[src/rtl/xonxoff_pacer.sv]
module xonxoff_pacer #(
  parameter logic [7:0] PAUSE_CHAR  = 8'h13,
  parameter logic [7:0] RESUME_CHAR = 8'h11
) (
  input  logic       clk,
  input  logic       rst_n,
  input  logic       rx_half_full,
  input  logic       evt_ack,
  input  logic       tx_ready,
  output logic       evt_irq,
  output logic       tx_req,
  output logic [7:0] tx_data
);

  logic       flag_q;
  logic [7:0] last_sent;

  wire       flag_moved = rx_half_full ^ flag_q;
  wire       serve      = evt_ack & evt_irq;
  wire       handed     = tx_req & tx_ready;
  wire [7:0] want       = rx_half_full ? PAUSE_CHAR : RESUME_CHAR;
  wire [7:0] ref_char   = handed ? tx_data : last_sent;

  always_ff @(posedge clk) begin
    if (!rst_n) begin
      flag_q  <= 1'b0;
      evt_irq <= 1'b0;
    end else begin
      flag_q <= rx_half_full;
      if (flag_moved)   evt_irq <= 1'b1;
      else if (evt_ack) evt_irq <= 1'b0;
    end
  end

  always_ff @(posedge clk) begin
    if (!rst_n) begin
      tx_req    <= 1'b0;
      tx_data   <= RESUME_CHAR;
      last_sent <= RESUME_CHAR;
    end else begin
      if (handed) begin
        last_sent <= tx_data;
        tx_req    <= 1'b0;
      end
      if (serve) begin
        tx_data <= want;
        tx_req  <= (want != ref_char);
      end
    end
  end

  p_evt_set_r2: assert property (@(posedge clk) disable iff (!rst_n)
    flag_moved |=> evt_irq);

  p_evt_hold_r3: assert property (@(posedge clk) disable iff (!rst_n)
    evt_irq && !evt_ack |=> evt_irq);

  p_req_hold_r5: assert property (@(posedge clk) disable iff (!rst_n)
    tx_req && !tx_ready && !serve |=> tx_req && $stable(tx_data));

  p_req_drop_r5: assert property (@(posedge clk) disable iff (!rst_n)
    tx_req && tx_ready && !serve |=> !tx_req);

  p_no_repeat_r7: assert property (@(posedge clk) disable iff (!rst_n)
    handed |-> tx_data != last_sent);

  p_idle_ack_r8: assert property (@(posedge clk) disable iff (!rst_n)
    evt_ack && !evt_irq && !tx_req |=> !tx_req);

endmodule

[config.mk]
export PLATFORM = sky130hd
export DESIGN_NAME = xonxoff_pacer
export DESIGN_NICKNAME = d
export VERILOG_FILES = /design/src/rtl/xonxoff_pacer.sv
export SDC_FILE = /design/constraint.sdc
export NUM_CORES = 1
export LEC_CHECK = 0
export ABC_AREA = 0
export CAP_MARGIN = 10
export CELL_PAD_IN_SITES_DETAIL_PLACEMENT = 1
export CELL_PAD_IN_SITES_GLOBAL_PLACEMENT = 1
export CORE_AREA = 2 2 39 41
export DETAILED_ROUTE_END_ITERATION = 12
export DIE_AREA = 0 0 41 43
export DONT_BUFFER_PORTS = 1
export PLACE_DENSITY_LB_ADDON = 0.1
export SETUP_SLACK_MARGIN = 0.2
export SLEW_MARGIN = 10
export SYNTH_ARGS = -nofsm -noshare
export SYNTH_HDL_FRONTEND = slang
export SYNTH_SLANG_ARGS = --single-unit
[constraint.sdc]
create_clock -name clk -period 2.8 [get_ports clk]
set_input_delay 0.84 -clock clk [delete_from_list [all_inputs] [get_ports clk]]
set_output_delay 0.84 -clock clk [all_outputs]
set_load 0.03 [all_outputs]
==> impl_results.md, run 1 <==
* Routability Congestion at 0.677
* Filler cells at 171
* Crit path from: tx_data[1]$_SDFFE_PN0P_
* PwrDens at 695 nW/um2
* Clk Tree Root Cell: clkbuf_4
* Total number of vias at 297
* First-pass GRT wire length at 1320 um
* Hold Path Sink: last_sent[0]$_SDFF_PN1_
* WL per Instance at 11.4 um
* Fmax at 0.609 GHz
* H-tree levels at 1
* Die area at 1760 um2
* Synthesized flop and latch total at 12
* Iter 0 DRT Violations at 1
* RSZ-0062 raised after global routing: no
* Worst endpoint required time at 1960 ps
* Clk slew on worst S/H paths at 70 ps
* Initial Util at 34.4%
* Synthesis Warnings at 0
* Synthesis-to-layout area growth at 3.95%
* I/O Buffers at 0
* Adder-cell area share of the yosys netlist at 0%
* Layout cells sized above 1 at 12.0%
* Syn_area_per_cell at 9.70 um2
* Antenna violations before repair at 0
* Synth Area in Simple Gates at 23.9%
* FP Rows at 14
* Worst R2R End: tx_req$_SDFFE_PN0P_
* Tot GR Track Use at 11.4%
* Global route total overflow at 0
* P_leak at 0.230 nW
* Total of max-cap violations at 0
* Worst Setup Start Kind: register
* Post-CTS Setup Inserts at 0
* Mux share of post-synthesis cell area at 2.11%
* Pin count of the biggest net entering global routing at 12
* Hpwl dp at 608 um
* Reg2reg path depth at 4
* CP Capture Type: primary output
* DR vias/cell at 4.50
* Hold Buf Count CTS at 0
* Final hold violations at 0
* Antenna Diode Count at 0
* Sequential area share after synthesis at 50.5%
* Chip Height at 43 um
* FF-to-FF Start: evt_irq$_SDFFE_PN0P_
* Final period utilization at 58.6%
* Compound-gate portion of the synthesized area at 5.53%
* Clock buffer depth at 2
* Routed wire length at 751 um
* Setup violations, final at 0
* Peak supply drop at 0.255 mV
* Post-route ant nets at 0
* Largest family of logic cells by synthesized area: simple AND/OR/NAND/NOR gates
* Post-route DRC at 0
* Nets at 56
* Pre-Repair DR Iteration Count at 3
* Core area at 1380 um2
* Tightest Hold Check Type: register to register
* Setup_tns at 0 ps
* Area of the mapped netlist at 475 um2
* Critical Path AT at 800 ps
* Total CTS buffers at 3
* Count of cell types in the netlist at 19
* CTS tree: built
* Crit-path max FO at 3
* XOR/XNOR share of the synthesized area at 3.68%
* Cell count after synthesis at 49
* Max-slew violations at 0
* Hold Path Stages at 1
* Clk_skew at 1.01 ps
* Status: finished, final reports clean
* Skew-Pair Late Insertion Delay at 260 ps
* Hold path start: last_sent[0]$_SDFF_PN1_
* Vias in the first global route at 315
* Post-cts resize count at 0
* R2r setup slk at 1220 ps
* Cell Area, Placed at 458 um2
* I/O pin total at 15
* Fin area at 494 um2
* CTS Sinks at 12
* Crit Path Class: register to primary output
* Die W at 41 um
* Final min period at 1640 ps
==> flip-flops by register name (all words and copies together), names as in the netlist <==
signal and flops:
tx_req 1, last_sent 8, tx_data 1, flag_q 1, evt_irq 1
==> power breakdown <==
group,internal (mW),leakage [nW],switching [mW]
clock,0.0789,0.0210,0.0546
sequential,0.175,0.0975,0.00964
combinational,0.00684,0.112,0.0187
==> metrics by stage <==
stage / util, % / hold slack (ps) / std cells / worst slack [ps] / total power [mW]
floorplan: - / 411 / 54 / 1070 / 0.220
global placement: 33.1 / 425 / 62 / 965 / 0.213
detailed placement: 33.1 / 433 / 62 / 957 / 0.214
CTS: 35.7 / 451 / 66 / 1140 / 0.348
global route: 35.7 / 498 / 66 / 1130 / 0.360
finish: 35.7 / 447 / 66 / 1160 / 0.343
==> cells in the final DEF (no fill, tap or decap), types with 2 or more instances in the layout <==
cell type,n
dfxtp_1,12
conb_1,7
nand2_1,6
and3_1,5
clkbuf_4,3
a21boi_0,2
and2_1,2
nand2b_1,2
==> final cells by class <==
type | instances | area (um2) | area share, %
sequential | 12 | 240 | 48.6
inverter | 1 | 3.75 | 0.759
clock buffer | 4 | 36.3 | 7.34
multi-input combinational | 33 | 194 | 39.2
tap | 16 | 20.0 | 4.05
==> cell families (layout without fill, tap and decap cells) <==
logic type / Yosys count / after routing
other cells: 2 / 7
simple gates: 19 / 19
flops: 12 / 12
compound gates: 4 / 4
mux: 1 / 1
buf+inv: 9 / 5
xor+xnor: 2 / 2
==> worst max-delay path by stage <==
stage          depth (start not counted)  slack, ps                  end
3_3_place_gp                           4        960  tx_req$_SDFFE_PN0P_
5_1_grt                                0       1130           tx_data[1]
3_5_place_dp                           4        960  tx_req$_SDFFE_PN0P_
2_1_floorplan                          4       1070  tx_req$_SDFFE_PN0P_
6_report                               0       1160           tx_data[1]
4_1_cts                                0       1140           tx_data[1]
==> synth_stat cells <==
cell,number,area (um2)
dfxtp_1,12,240
buf_4,7,52.6
nand2_1,6,22.5
and3_1,5,31.3
a21boi_0,2,15.0
and2_1,2,12.5
conb_1,2,7.51
nand2b_1,2,12.5
clkbuf_1,1,3.75
inv_1,1,3.75
mux2i_1,1,10.0
nor2b_1,1,6.26
nor4_2,1,12.5
o21ai_0,1,5.00
o22ai_1,1,6.26
or2b_2,1,8.76
or4_1,1,7.51
xnor2_1,1,8.76
xor2_1,1,8.76
==> layer usage <==
metal  up-vias  share of wire, %  GRT usage (%)
li1        146                 -              -
met1       140                43           14.0
met2         9                50           16.6
met3         2               6.5           4.19
met4         0              0.53           6.00
met5         -                 0              0
(Power assumes the default switching activity.)
==> run 2: changes to the inputs <==
==> constraint.sdc (replaced) <==
create_clock -name clk -period 1.4 [get_ports clk]
set_input_delay 0.42 -clock clk [delete_from_list [all_inputs] [get_ports clk]]
set_output_delay 0.42 -clock clk [all_outputs]
set_load 0.03 [all_outputs]
==> run 2 against run 1 <==
Net effect: clock skew about the same; die area unchanged; combinational power increased to 2.9 times the previous value; global-route usage increased by 0.98 points; wire length increased by 16%; clock power increased by 100%; sequential power increased by 94%; largest cell class unchanged; largest power group unchanged; highest routed layer unchanged.
==> impl_results.md, run 2 (same netlist as run 1, synthesis figures left out) <==
* Status: finished, final reports clean
* Post-route DRC at 0
* Nets at 58
* Cell Area, Placed at 477 um2
* Crit-path max FO at 3
* Antenna Diode Count at 0
* Commonest cells after routing, fill and taps aside: 10 x dfxtp_1, 7 x conb_1, 6 x nand2_1
* Tightest Hold Check Type: input port to register
* FP Rows at 14
* Die area at 1760 um2
* Clk_skew at 0.871 ps
* Routed wire length at 872 um
* Min setup slack post-route at 111 ps
* Chip Height at 43 um
* Final Power at 0.704 mW
* Hpwl dp at 642 um
* Post-cts resize count at 2
* Biggest register: last_sent
* Filler cells at 173
* Final period utilization at 92.1%
* Post-CTS Setup Inserts at 0
* Skew-Pair Late Insertion Delay at 260 ps
* Iter 0 DRT Violations at 2
* Pre-Repair DR Iteration Count at 3
* RSZ-0062 raised after global routing: yes
* Area of the multi-input gates at 194 um2
* P_leak at 0.243 nW
* First-pass GRT wire length at 1410 um
* Dpl ws at 3.74 ps
* Max-slew violations at 0
* Global route total overflow at 0
* Tot GR Track Use at 12.3%
* CP Capture Type: register
* Worst endpoint required time at 1560 ps
* CTS tree: built
* CTS Sinks at 12
* Total of max-cap violations at 0
* Antenna violations before repair at 0
* Total number of vias at 306
* I/O pin total at 15
* Post-layout util at 37.4%
* Register area at 245 um2
* Clk slew on worst S/H paths at 80 ps
* Clock buffer depth at 2
* Most common cell after layout, fill and taps aside: dfxtp_1
* Routability Congestion at 0.674
* Max reg flops at 8
* WL per Instance at 12.8 um
* Vias in the first global route at 331
* Peak supply drop at 0.661 mV
* Fin area at 518 um2
* Post-route ant nets at 0
* Setup violations, final at 0
* Fmax at 0.776 GHz
* Core area at 1380 um2
* Clk Tree Root Cell: clkbuf_4
* Worst Setup Start Kind: register
* DR vias/cell at 4.50
* Final hold violations at 0
* Layout cells sized above 1 at 19.2%
* H-tree levels at 1
* Die W at 41 um
* Hold Buf Count CTS at 0
* Initial Util at 34.4%
* Synthesis-to-layout area growth at 8.95%
* Total CTS buffers at 3
* I/O Buffers at 0
* Critical Path AT at 1450 ps
* Pin count of the biggest net entering global routing at 12
* PwrDens at 1360 nW/um2
* Final min period at 1290 ps
* Crit Path Class: register to register
[run 2: cell count changes in the layout (fill, tap and decap cells not counted)]
cell / delta
buf_4: +1
buf_6: +1
dfxtp_1: -2
dfxtp_2: +1
dfxtp_4: +1
[run 2: worst paths after layout]
path	depth (start not counted)	from	end	slack, ps
worst max-delay path	4	evt_irq$_SDFFE_PN0P_	tx_req$_SDFFE_PN0P_	110
worst max register to register	4	evt_irq$_SDFFE_PN0P_	tx_req$_SDFFE_PN0P_	110
worst min register to register	1	last_sent[0]$_SDFF_PN1_	last_sent[0]$_SDFF_PN1_	450
worst min-delay path	1	rx_half_full	flag_q$_SDFF_PN0_	270
[run 2: per-layer routing]
metal | vias to the layer above | global-route usage (%) | share of wire [%]
met1 | 143 | 15.2 | 42
met2 | 9 | 17.8 | 50
met5 | - | 0 | 0
met4 | 0 | 8.00 | 1.5
met3 | 2 | 3.66 | 5.6
li1 | 152 | - | -
[run 2: layout make-up]
cell class	instances	area share (%)
Clock buffer	4	7.00
Inverter	1	0.725
Multi-Input combinational cell	33	37.4
Sequential cell	12	47.3
Tap cell	16	3.86
Timing Repair Buffer	2	3.62
[run 2: through the flow]
stage,TNS [ps],instances,hold slack (ps)
final,0,68,274
after global placement,-23.4,64,426
after global routing,0,68,276
after detailed placement,0,64,426
after CTS,0,68,268
after floorplan,0,54,411
[run 2: report_power, final]
group	switching, mW	internal, mW
Sequential	0.00765	0.350
Combinational	0.0526	0.0219
Clock	0.114	0.158
Total	0.174	0.529
[run 2: worst max-delay path, stage by stage (launching register included)]
cell     delay [ps]
dfxtp_4         340
nand2_1          90
or4_1           490
nor4_2          150
o22ai_1         100
